===== config.mk =====
export PLATFORM = sky130hd
export DESIGN_NAME = stripe_parity_array
export DESIGN_NICKNAME = d
export VERILOG_FILES = /design/src/rtl/spa_pkg.sv /design/src/rtl/spa_wr_striper.sv /design/src/rtl/spa_rd_rebuild.sv /design/src/rtl/spa_rd_serial.sv /design/src/rtl/stripe_parity_array.sv
export SDC_FILE = /design/constraint.sdc
export NUM_CORES = 1
export LEC_CHECK = 0
export BUFFER_PORTS_ARGS = -buffer_cell sky130_fd_sc_hd__buf_2
export CAP_MARGIN = 20
export CORE_MARGIN = 10
export CORE_UTILIZATION = 30
export CTS_CLUSTER_DIAMETER = 60
export DETAILED_ROUTE_END_ITERATION = 12
export SYNTH_ARGS = -nofsm -noshare
export SYNTH_HDL_FRONTEND = slang
export SYNTH_HIERARCHICAL = 1
export SYNTH_SLANG_ARGS = --single-unit

===== constraint.sdc =====
create_clock -name clk -period 5.4 [get_ports clk]
set_input_delay 0.27 -clock clk [delete_from_list [all_inputs] [get_ports clk]]
set_output_delay 0.27 -clock clk [all_outputs]
set_load 0.05 [all_outputs]

===== src/rtl/spa_pkg.sv =====
`timescale 1ns/1ps
package spa_pkg;
  // Width of an index able to address n items, never below one bit.
  function automatic int unsigned spa_idx_w(input int unsigned n);
    return (n > 1) ? $clog2(n) : 1;
  endfunction
endpackage


===== src/rtl/spa_wr_striper.sv =====
`timescale 1ns/1ps
module spa_wr_striper #(
  parameter int unsigned DATA_CH = 3,
  parameter int unsigned BYTE_W  = 8
) (
  input  logic                              clk,
  input  logic                              rst_n,
  input  logic                              in_valid,
  output logic                              in_ready,
  input  logic [BYTE_W-1:0]                 in_data,
  input  logic                              in_last,
  output logic                              out_valid,
  input  logic                              out_ready,
  output logic [(DATA_CH+1)*BYTE_W-1:0]     out_data,
  output logic                              out_partial
);
  localparam int unsigned NCH = DATA_CH + 1;
  localparam int unsigned PW  = spa_pkg::spa_idx_w(DATA_CH);
  localparam logic [PW-1:0] LAST_POS = PW'(DATA_CH - 1);

  logic [DATA_CH-1:0][BYTE_W-1:0] slot_q, slot_d;
  logic [PW-1:0]                  pos_q, pos_d;
  logic                           hold_q, hold_d;
  logic                           part_q, part_d;
  logic                           in_fire, out_fire, close_grp;
  logic [BYTE_W-1:0]              par_byte;

  assign in_ready  = !hold_q || out_ready;
  assign in_fire   = in_valid && in_ready;
  assign out_fire  = hold_q && out_ready;
  assign close_grp = in_last || (pos_q == LAST_POS);

  always_comb begin
    slot_d = slot_q;
    pos_d  = pos_q;
    hold_d = hold_q;
    part_d = part_q;
    if (out_fire) begin
      hold_d = 1'b0;
    end
    if (in_fire) begin
      if (pos_q == '0) begin
        for (int k = 0; k < DATA_CH; k++) begin
          slot_d[k] = '0;
        end
      end
      slot_d[pos_q] = in_data;
      if (close_grp) begin
        hold_d = 1'b1;
        part_d = (pos_q != LAST_POS);
        pos_d  = '0;
      end else begin
        pos_d = pos_q + PW'(1);
      end
    end
  end

  always_ff @(posedge clk or negedge rst_n) begin
    if (!rst_n) begin
      slot_q <= '0;
      pos_q  <= '0;
      hold_q <= 1'b0;
      part_q <= 1'b0;
    end else begin
      slot_q <= slot_d;
      pos_q  <= pos_d;
      hold_q <= hold_d;
      part_q <= part_d;
    end
  end

  always_comb begin
    par_byte = '0;
    for (int k = 0; k < DATA_CH; k++) begin
      par_byte = par_byte ^ slot_q[k];
    end
  end

  for (genvar g = 0; g < DATA_CH; g++) begin : g_lane
    assign out_data[g*BYTE_W +: BYTE_W] = slot_q[g];
  end
  assign out_data[DATA_CH*BYTE_W +: BYTE_W] = par_byte;

  assign out_valid   = hold_q;
  assign out_partial = part_q;

  logic unused_nch;
  assign unused_nch = (NCH == 0);
endmodule


===== src/rtl/spa_rd_rebuild.sv =====
`timescale 1ns/1ps
module spa_rd_rebuild #(
  parameter int unsigned DATA_CH = 3,
  parameter int unsigned BYTE_W  = 8
) (
  input  logic [(DATA_CH+1)*BYTE_W-1:0]              beat,
  input  logic                                       fail_valid,
  input  logic [spa_pkg::spa_idx_w(DATA_CH+1)-1:0]   fail_idx,
  output logic [DATA_CH-1:0][BYTE_W-1:0]             fixed,
  output logic                                       perr
);
  localparam int unsigned NCH = DATA_CH + 1;
  localparam int unsigned FW  = spa_pkg::spa_idx_w(NCH);

  logic [BYTE_W-1:0] sum;

  always_comb begin
    sum = '0;
    for (int c = 0; c < NCH; c++) begin
      sum = sum ^ beat[c*BYTE_W +: BYTE_W];
    end
  end

  // The XOR of all four with the lost byte removed is the XOR of the others.
  for (genvar g = 0; g < DATA_CH; g++) begin : g_fix
    logic [BYTE_W-1:0] own;
    logic              lost;
    assign own      = beat[g*BYTE_W +: BYTE_W];
    assign lost     = fail_valid && (fail_idx == FW'(g));
    assign fixed[g] = lost ? (sum ^ own) : own;
  end

  assign perr = !fail_valid && (sum != '0);
endmodule


===== src/rtl/spa_rd_serial.sv =====
`timescale 1ns/1ps
module spa_rd_serial #(
  parameter int unsigned DATA_CH = 3,
  parameter int unsigned BYTE_W  = 8
) (
  input  logic                           clk,
  input  logic                           rst_n,
  input  logic                           in_valid,
  output logic                           in_ready,
  input  logic [DATA_CH-1:0][BYTE_W-1:0] in_bytes,
  input  logic                           in_perr,
  output logic                           out_valid,
  input  logic                           out_ready,
  output logic [BYTE_W-1:0]              out_data,
  output logic                           out_perr
);
  localparam int unsigned SW = spa_pkg::spa_idx_w(DATA_CH);
  localparam logic [SW-1:0] LAST_SEL = SW'(DATA_CH - 1);

  logic [DATA_CH-1:0][BYTE_W-1:0] byte_q, byte_d;
  logic [SW-1:0]                  sel_q, sel_d;
  logic                           full_q, full_d;
  logic                           perr_q, perr_d;
  logic                           in_fire, out_fire, at_last;

  assign at_last  = (sel_q == LAST_SEL);
  assign out_fire = full_q && out_ready;
  assign in_ready = !full_q || (out_ready && at_last);
  assign in_fire  = in_valid && in_ready;

  always_comb begin
    byte_d = byte_q;
    sel_d  = sel_q;
    full_d = full_q;
    perr_d = perr_q;
    if (out_fire) begin
      if (at_last) begin
        full_d = 1'b0;
        sel_d  = '0;
      end else begin
        sel_d = sel_q + SW'(1);
      end
    end
    if (in_fire) begin
      byte_d = in_bytes;
      perr_d = in_perr;
      full_d = 1'b1;
      sel_d  = '0;
    end
  end

  always_ff @(posedge clk or negedge rst_n) begin
    if (!rst_n) begin
      byte_q <= '0;
      sel_q  <= '0;
      full_q <= 1'b0;
      perr_q <= 1'b0;
    end else begin
      byte_q <= byte_d;
      sel_q  <= sel_d;
      full_q <= full_d;
      perr_q <= perr_d;
    end
  end

  assign out_valid = full_q;
  assign out_data  = byte_q[sel_q];
  assign out_perr  = perr_q;
endmodule


===== src/rtl/stripe_parity_array.sv =====
`timescale 1ns/1ps
module stripe_parity_array #(
  parameter int unsigned DATA_CH = 3,
  parameter int unsigned BYTE_W  = 8
) (
  input  logic                                       clk,
  input  logic                                       rst_n,
  input  logic                                       fail_valid,
  input  logic [spa_pkg::spa_idx_w(DATA_CH+1)-1:0]   fail_idx,
  input  logic                                       wr_in_valid,
  output logic                                       wr_in_ready,
  input  logic [BYTE_W-1:0]                          wr_in_data,
  input  logic                                       wr_in_last,
  output logic                                       ch_wr_valid,
  input  logic                                       ch_wr_ready,
  output logic [(DATA_CH+1)*BYTE_W-1:0]              ch_wr_data,
  output logic                                       ch_wr_partial,
  input  logic                                       ch_rd_valid,
  output logic                                       ch_rd_ready,
  input  logic [(DATA_CH+1)*BYTE_W-1:0]              ch_rd_data,
  output logic                                       rd_out_valid,
  input  logic                                       rd_out_ready,
  output logic [BYTE_W-1:0]                          rd_out_data,
  output logic                                       rd_out_perr
);
  // Reset asserts at once and is released on a clock edge.
  logic [1:0] rst_sync_q;
  logic       rst_core_n;

  always_ff @(posedge clk or negedge rst_n) begin
    if (!rst_n) begin
      rst_sync_q <= 2'b00;
    end else begin
      rst_sync_q <= {rst_sync_q[0], 1'b1};
    end
  end
  assign rst_core_n = rst_sync_q[1];

  spa_wr_striper #(.DATA_CH(DATA_CH), .BYTE_W(BYTE_W)) u_wr (
    .clk         (clk),
    .rst_n       (rst_core_n),
    .in_valid    (wr_in_valid),
    .in_ready    (wr_in_ready),
    .in_data     (wr_in_data),
    .in_last     (wr_in_last),
    .out_valid   (ch_wr_valid),
    .out_ready   (ch_wr_ready),
    .out_data    (ch_wr_data),
    .out_partial (ch_wr_partial)
  );

  logic [DATA_CH-1:0][BYTE_W-1:0] fixed_bytes;
  logic                           fixed_perr;

  spa_rd_rebuild #(.DATA_CH(DATA_CH), .BYTE_W(BYTE_W)) u_fix (
    .beat       (ch_rd_data),
    .fail_valid (fail_valid),
    .fail_idx   (fail_idx),
    .fixed      (fixed_bytes),
    .perr       (fixed_perr)
  );

  spa_rd_serial #(.DATA_CH(DATA_CH), .BYTE_W(BYTE_W)) u_ser (
    .clk       (clk),
    .rst_n     (rst_core_n),
    .in_valid  (ch_rd_valid),
    .in_ready  (ch_rd_ready),
    .in_bytes  (fixed_bytes),
    .in_perr   (fixed_perr),
    .out_valid (rd_out_valid),
    .out_ready (rd_out_ready),
    .out_data  (rd_out_data),
    .out_perr  (rd_out_perr)
  );
endmodule


==> results of run 1 <==
per-stage QoR:
stage	std cells	hold slack, ns	total power [uW]	worst slack (ns)	util
floorplan	273	-0.02559	1957	3.305	-
global route	512	0.1816	2849	2.725	0.3877
finish	512	0.1705	2695	2.929	0.3877
global placement	496	0.05573	2294	3.305	0.3672
detailed placement	496	0.06138	2317	3.234	0.3672
CTS	512	0.1563	2733	2.884	0.3877
repair_timing:
item | in CTS | in global routing
hold endpoints to repair | 2 | 0
endpoints found under the setup margin | 0 | 0
gates resized for setup | 0 | 0
hold buffers | 1 | 0
layer usage:
layer,vias up,share of wire
li1,1134,-
met1,1158,0.41
met2,41,0.53
met3,2,0.047
met4,0,0.0077
met5,-,0
cells in the mapped netlist, types with 2 or more instances:
cell type / instances / share of area
a21oi_1: 3 / 0.0046
a22o_1: 16 / 0.043
a32o_1: 2 / 0.0062
and3_1: 2 / 0.0039
buf_2: 3 / 0.0046
buf_6: 2 / 0.0069
clkbuf_1: 2 / 0.0023
dfrtp_1: 58 / 0.45
ha_1: 3 / 0.012
inv_1: 2 / 0.0023
mux2_1: 2 / 0.0069
mux2_2: 31 / 0.11
mux2i_1: 9 / 0.028
nand2_1: 18 / 0.021
nand3b_1: 2 / 0.0046
nor2_1: 19 / 0.022
nor4_1: 2 / 0.0039
o211ai_2: 2 / 0.0077
o21ai_0: 9 / 0.014
xnor2_1: 40 / 0.11
xor2_1: 28 / 0.076
xor2_2: 4 / 0.020
final timing paths:
kind / startpoint / endpoint / slack, ns
max: u_ser/sel_q[1] / rd_out_data[0] / 2.93
min: ch_rd_valid / u_ser/out_valid / 0.17
max reg2reg: u_ser/sel_q[1] / u_ser/byte_q[15] / 3.22
min reg2reg: rst_sync_q[1] / u_ser/byte_q[9] / 0.29
max in group asynchronous: rst_sync_q[1] / u_wr/out_data[0] / 4.32
min in group asynchronous: rst_n / rst_sync_q[0] / 0.25
sequential cells by signal, summed over array words and instances, names as in the netlist:
register          flops
u_ser/byte_q         24
u_wr/out_data        24
rst_sync_q            2
u_ser/sel_q           2
u_wr/pos_q            2
u_ser/out_perr        1
u_ser/out_valid       1
u_wr/out_partial      1
u_wr/out_valid        1
cell usage in the layout (no fill, tap or decap), drive strengths merged, types with 2 or more instances in the layout:
cell    netlist  layout
a21oi         3       3
a22o         16      16
a32o          2       2
and3          2       2
buf           7      96
clkbuf        2      13
dfrtp        58      58
ha            3       3
inv           2       2
mux2         33      33
mux2i         9       9
nand2        18      18
nand2b        2       2
nand3         2       2
nand3b        3       3
nor2         19      19
nor4          2       2
o211ai        2       2
o21ai         9       9
xnor2        40      40
xor2         32      32
power groups by stage:
stage | clock network (uW) | registers (uW) | logic, uW
3_5_place_dp | 0 | 786 | 1530
2_1_floorplan | 0 | 1000 | 956
6_report | 407 | 777 | 1510
4_1_cts | 418 | 780 | 1540
5_1_grt | 442 | 807 | 1600
3_3_place_gp | 0 | 779 | 1510
cell type report:
class                           count  share of cell area
Clock buffer                       13             0.04182
Sequential cell                    58              0.3597
Timing Repair Buffer               97              0.1221
Tap cell                          136             0.04213
Clock inverter                      2            0.008674
Inverter                            2            0.001859
Multi-Input combinational cell    204              0.4238
kinds of logic after synthesis:
logic type                 after synthesis  share of synthesized area
xor gates and xnor gates                72                     0.2037
DFF                                     58                     0.4475
and+or+nand+nor                         50                    0.08024
muxes                                   42                     0.1424
AOI/OAI and AO/OA                       36                    0.08873
buffers and inverters                   11                    0.02469
adders and majority gates                3                    0.01158
other                                    1                   0.001156
critical path: stages, from the launching register on:
cell and delay, ns:
dfrtp_1 0.63, nor2b_1 0.71, nand2_1 0.11, o21ai_0 0.12, buf_2 0.31
==> results.md, run 1 <==
* Status: finished, final reports clean
* H-tree Lvls at 3
* CTS max path bufs at 2
* DRC viols at 0
* Rel. slew slack at 0.4412
* Placer congestion estimate at around 0.76
* Fin Clk Skew at ~0.0095 ns
* DRT antenna net count at 0
* Pre-antenna DRT Iters at 4
* Power Dens Cells at 667.3 nW/um2
* Starting Density at 0.3114
* Post-DP Area at 3825 um2
* Synth Warn # at 6
* Clk Latency, worst-skew pair at around 0.33 ns
* Final Hold Fails at 0
* Max Freq at between 400 and 500 MHz
* Worst EP arrival at approximately 2.2 ns
* Critical path endpoint category: output pin
* Share of cells above drive strength 1 at 0.4069
* First-pass GRT wire length at 12.81 mm
* CTS sink count at 58
* RSZ-0062 raised after global routing: false
* Final WL at 7.949 mm
* EDFF count, synth at 0
* GRT met1 Usage at 0.1246
* Congestion Overflow GR at 0
* Switching Fraction at 0.5085
* Die X at 124.0 um
* Int Power at 1325 uW
* Clock buffer count from CTS at 9
* Register area at 1453 um2
* Post-synth cell types at 36
* Final setup viols at 0
* Post-CTS Setup Bufs at 0
* Num ports at 96
* Initial antenna violation count at 0
* GRT met2 Usage at 0.1785
* WL/cell at 15.53 um
* Core area at about 10000 um2
* Initial DRC count at roughly 120
* Die area at 15370 um2
* Comb power frac at 0.561
* Final nets at 425
* Met3 Use GR at 0.03258
* Final setup TNS at 0 ns
* Largest net degree at the start of global routing at 30
* Clock Root Buffer: clkbuf_8
* Synth Register Bits at 58
* Worst Setup Start Kind: flip-flop
* Cells after Synth at 273
* Crit-path max FO at 12
* Routed via count at 2335
* Mean Syn Cell Area at 11.88 um2
* FILL cells at about 1000
* Gr usage total at 0.1055
* TritonCTS clock tree: done
* Share of power burned in registers at 0.288
* HP Class: primary input to flip-flop
* Number of port buffers at 95
* Top Usage Layer GRT: met2
* Mapped Area at 3243 um2
* Seq/Total Area, Yosys at 0.4475
* Max Transition Viols Final at 0
* Hold Path Cell Cnt at 2
* WS Path Type: flip-flop to output pin
* Chip height at 124.0 um
* Cells on worst reg2reg path at 3
* Max Cap Violations at 0
* Standard-cell rows at 37
* Leak at 0.001886 uW
* Diode count at 0
* Vias in the first global route at 2541
* Async SR Flop Fraction at 1.000
* Reg clk slew, reported paths at roughly 0.060 ns
* Post-DP HPWL at 6.276 mm
* Predominant post-synthesis flop cell: dfrtp_1
* Finished Cell Area at slightly above 4000 um2
* Actual slew at the worst max-slew pin at approximately 0.84 ns
* Multi-input gate area at ~1700 um2
* Minimum clock period at ~2.5 ns
* Peak VDD IR at 318.0 uV
* Crit path required time at slightly above 5 ns
* Syn Nets at 326
* Final period util at 0.4576
* Psw at 1370 uW
* Area growth syn-to-layout at 24.54%
* Vias/cell at 4.561
* Clock power frac at 0.151
(Power assumes the default switching activity.)
==> run 2: changes to the inputs <==
Clock period 5.4 ns to 2.2 ns, I/O delays scaled along.
==> run 2 against run 1 <==
Effect of this change: first-iteration DRC count is 40% lower; clock power grew to 2.9 times the previous value; largest power group unchanged; total power grew to 2.5 times the previous value.
==> results.md, run 2 (same netlist as run 1, synthesis figures left out) <==
* WS Path Type: flip-flop to output pin
* Largest net degree at the start of global routing at 30
* DRC viols at 0
* RSZ-0062 raised after global routing: false
* Die area at 15370 um2
* Finished Cell Area at 4108 um2
* WL/cell at 15.94 um
* Minimum clock period at 2.017 ns
* Initial antenna violation count at 0
* Number of port buffers at 95
* Routed via count at ~2300
* Worst Setup Start Kind: flip-flop
* Post-DP HPWL at between 6 and 7 mm
* Gr usage total at 0.1078
* Core area at 10420 um2
* CTS max path bufs at 2
* Final setup TNS at 0 ns
* Final setup viols at 0
* Placer congestion estimate at between 0.7 and 0.8
* Reg clk slew, reported paths at around 0.06 ns
* Num ports at 96
* Pre-antenna DRT Iters at 4
* Rel. slew slack at 0.5669
* Final WL at 8.226 mm
* Post-route setup slack at 0.1834 ns
* Reg-to-Reg End: u_ser/byte_q[23]
* Area growth syn-to-layout at 26.66%
* Share of cells above drive strength 1 at 0.4132
* Fin Clk Skew at 0.008549 ns
* Clock Root Buffer: clkbuf_8
* Power Dens Cells at 1660 nW/um2
* Cells on worst reg2reg path at 4
* Die X at approximately 120 um
* H-tree Lvls at 3
* Clk Latency, worst-skew pair at 0.33 ns
* Crit path to: rd_out_data[3]
* Vias in the first global route at 2447
* Vias/cell at 4.461
* Max incr delay on CP at 0.59 ns
* Leak at 0.001920 uW
* Post-CTS Setup Bufs at 0
* TritonCTS clock tree: done
* Critical path endpoint category: output pin
* Cells along the critical path: nor2b_2 -> nand2_1 -> o21ai_0 -> buf_2
* Final period util at 0.9166
* Reg-to-reg startpoint: u_ser/sel_q[0]
* Status: finished, final reports clean
* Max Freq at 495.9 MHz
* Worst EP arrival at between 1.5 and 2 ns
* Crit-path max FO at 12
* Slowest cell on crit path: dfrtp_1
* Setup slack, reg-to-reg at roughly 0.45 ns
* Clock buffer count from CTS at 9
* CP Launch Point: u_ser/sel_q[0]
* Congestion Overflow GR at 0
* Chip height at 124.0 um
* Peak VDD IR at 688.4 uV
* Crit path required time at 2.09 ns
* Final nets at between 400 and 500
* First-pass GRT wire length at 12.88 mm
* Commonest non-fill, non-tap cell in the layout: buf_2
* Standard-cell rows at 37
* Actual slew at the worst max-slew pin at ~0.65 ns
* Diode count at 0
* Max Cap Violations at 0
* Place WS at 0.2864 ns
* Most frequent cells in the layout: buf_2, dfrtp_1, xnor2_1
* Max Transition Viols Final at 0
* Post-DP Area at 3852 um2
* CTS sink count at 58
* FILL cells at ~1000
* Final Hold Fails at 0
* DRT antenna net count at 0
* HP Class: primary input to flip-flop
* Starting Density at 0.3114
* Hold Path Cell Cnt at 2
* Initial DRC count at 75
[run 2: cell types whose count changed in the layout (fill, tap and decap cells not counted), sizes merged]
cell	previous run	this run
buf	96	98
dlygate4sd3	1	2
clkbuf	13	10
clkinv	1	3
bufinv	1	3
[run 2: final cells by class]
type                       instances  area, um2  share of cell area
multi-input combinational        204       1714              0.4173
sequential                        58       1453              0.3536
timing repair buffer             100      530.5              0.1292
tap                              136      170.2             0.04143
clock buffer                      10      127.6             0.03107
clock inverter                     6      105.1             0.02559
inverter                           2      7.507            0.001828
[run 2: metal layers]
layer  wire (um)  global-route usage
met1        3740              0.1348
met2        4120              0.1719
met3         254             0.02398
met4         110             0.05468
met5           0                   0
[run 2: how the worst min path moves through the flow]
stage	slack (ns)	to	from
2_1_floorplan	-0.19	rst_sync_q[0]	rst_n
3_3_place_gp	-0.10	rst_sync_q[0]	rst_n
3_5_place_dp	-0.10	rst_sync_q[0]	rst_n
4_1_cts	0.006	u_wr/out_data[10]	wr_in_data[2]
5_1_grt	0.008	u_wr/out_data[16]	wr_in_data[0]
6_report	0.03	u_wr/out_data[14]	wr_in_data[6]
[run 2: critical path, delay by kind of cell (launching register included)]
kind                   cells  cell delay, ns
flip-flops                 1            0.59
AO/OA/AOI/OAI              1            0.08
buffers and inverters      1            0.30
AND/OR/NAND/NOR            2            0.61
[run 2: where the power goes]
group          switching, uW  internal (uW)
Sequential               382           1510
Clock                    415            747
Combinational           2610           1150
Total                   3410           3410
[run 2: through the flow]
step	hold slack, ns	total power (uW)	std cells	utilization
2_1_floorplan	-0.1856	4805	273	-
3_3_place_gp	-0.1029	5668	498	0.3699
3_5_place_dp	-0.1005	5711	498	0.3699
4_1_cts	0.005773	6905	516	0.3944
5_1_grt	0.007669	7180	516	0.3944
6_report	0.03186	6818	516	0.3944
[run 2: what timing repair did]
| action | in CTS | in global routing |
|---|---|---|
| hold buffers | 2 | 0 |
| endpoints found under the hold margin | 3 | 0 |
| endpoints found under the setup margin | 8 | 0 |
| resized for setup | 1 | 0 |
==> run 3: changes to the inputs <==
Clock period 2.2 ns to 1.7 ns, I/O delays scaled along.
==> run 3 against run 2 <==
Effect of this change: total power increased by 38%; critical path type unchanged; core utilization up 2.3 points; via count grew 5.2%; largest power group unchanged; first-iteration DRC count increased by 12%; non-clock buffer count is 13 higher; sequential share of layout area decreased by 2.0 points.
==> results.md, run 3 (same netlist as run 1, synthesis figures left out) <==
* Status: finished, final reports clean
* Vias/cell at approximately 4.6
* Clk Latency, worst-skew pair at 0.33 ns
* Post-DP HPWL at 6.560 mm
* Die X at around 120 um
* Final setup TNS at 0 ns
* Final nets at ~440
* HP Class: primary input to flip-flop
* Post-route setup slack at 0.09271 ns
* Initial antenna violation count at 0
* Reg clk slew, reported paths at about 0.08 ns
* TritonCTS clock tree: done
* Placer congestion estimate at 0.7840
* Clock buffer count from CTS at 9
* Initial DRC count at between 80 and 90
* WS Path Type: flip-flop to output pin
* Multi-input gate area at between 1500 and 2000 um2
* Max Freq at 622.2 MHz
* Most frequent cells in the layout: buf_2, dfrtp_1, xnor2_1
* Starting Density at 0.3114
* Worst EP arrival at 1.52 ns
* Commonest non-fill, non-tap cell in the layout: buf_2
* CTS sink count at 58
* Final period util at 0.9455
* Critical path endpoint category: output pin
* Register area at ~1500 um2
* Minimum clock period at approximately 1.6 ns
* Pre-antenna DRT Iters at 4
* Largest net degree at the start of global routing at 57
* Chip height at 124.0 um
* Hold path endpoint: u_wr/out_valid
* Cells on worst reg2reg path at 4
* Core area at 10420 um2
* First-pass GRT wire length at 13.99 mm
* Crit path required time at 1.62 ns
* Place WS at ~0.22 ns
* DRT antenna net count at 0
* Reg-to-reg startpoint: u_wr/pos_q[0]
* Final Non-Filler Cells at 529
* Num ports at 96
* Placed Cells at approximately 500
* Diode count at 0
* Max Cap Violations at 0
* Final WL at ~8.9 mm
* Clock Root Buffer: clkbuf_8
* Worst Setup Start Kind: flip-flop
* FILL cells at 1036
* Overall power at around 9400 uW
* Setup slack, reg-to-reg at 0.25 ns
* Area growth syn-to-layout at 34.18%
* Final setup viols at 0
* CTS max path bufs at 2
* Number of port buffers at 95
* Standard-cell rows at 37
* Fin Clk Skew at 0.007633 ns
* Power Dens Cells at roughly 2200 nW/um2
* Routed via count at 2422
* Congestion Overflow GR at 0
* Share of cells above drive strength 1 at 0.4427
* Reg-to-Reg End: u_wr/out_data[18]
* Gr usage total at 0.1161
* Peak VDD IR at 1300 uV
* Min-delay src: wr_in_last
* Leak at 0.002029 uW
* Vias in the first global route at 2654
* Hold Path Cell Cnt at 3
* WL/cell at 16.85 um
* DRC viols at 0
* Final Hold Fails at 0
* CP Launch Point: u_ser/sel_q[1]
* RSZ-0062 raised after global routing: false
* Die area at 15370 um2
* Max Transition Viols Final at 0
* H-tree Lvls at 3
* Crit-path max FO at 8
-- run 3: cell count changes in the layout (fill, tap and decap cells not counted), moves of 3 or more --
cell           before  now
clkinv_4            0    3
clkinv_2            3    0
xnor2_2             0    8
buf_2              95   87
dlygate4sd3_1       2   10
buf_6               0    5
o21ai_0             9    1
xnor2_1            40   32
o21ai_1             0    6
buf_4               2    6
-- run 3: worst max-delay path, stage by stage, from the launching register on --
cell and delay (ns):
dfrtp_2 0.47, buf_6 0.18, mux2i_1 0.14, o21ai_2 0.22, buf_12 0.17
-- run 3: worst max-delay path by stage --
stage / to / cells past startpoint / slack, ns
floorplan: u_ser/byte_q[0] / 3 / 0.15
global placement: u_ser/out_perr / 6 / 0.20
detailed placement: u_ser/out_perr / 6 / 0.22
CTS: rd_out_data[0] / 4 / 0.007
global route: rd_out_data[0] / 6 / 0.003
finish: rd_out_data[3] / 4 / 0.09
-- run 3: final cells by class --
cell class | count | area share
multi-input combinational | 204 | 0.4094
sequential | 58 | 0.3341
timing repair buffer | 113 | 0.1636
tap | 136 | 0.03910
clock buffer | 9 | 0.02846
clock inverter | 7 | 0.02358
inverter | 2 | 0.001725
-- run 3: repair_timing --
item | 4_1_cts | 5_1_grt
buffers inserted | 1 | 0
setup endpoints to repair | 8 | 7
hold buffers | 10 | 0
endpoints found under the hold margin | 20 | 0
resized for setup | 11 | 5
-- run 3: layer usage --
metal	wire, um	vias to the layer above	GRT usage
li1	-	1168	-
met1	3746	1203	0.1412
met2	4630	41	0.1950
met3	417	10	0.02579
met4	117	0	0.04748
met5	0	-	0
-- run 3: through the flow --
stage	utilization	instance area, um2	hold WS [ns]
2_1_floorplan	-	3304	-0.2106
4_1_cts	0.4162	4335	0.01902
5_1_grt	0.4178	4352	0.06145
3_5_place_dp	0.3811	3970	-0.1266
3_3_place_gp	0.3811	3970	-0.1291
6_report	0.4178	4352	0.04103
-- run 3: power by group --
group	internal [uW]	leakage, uW	switching, uW
registers	1960	0.000712	443
logic	1920	0.00121	3630
clock network	837	0.000110	619
total	4710	0.00203	4690
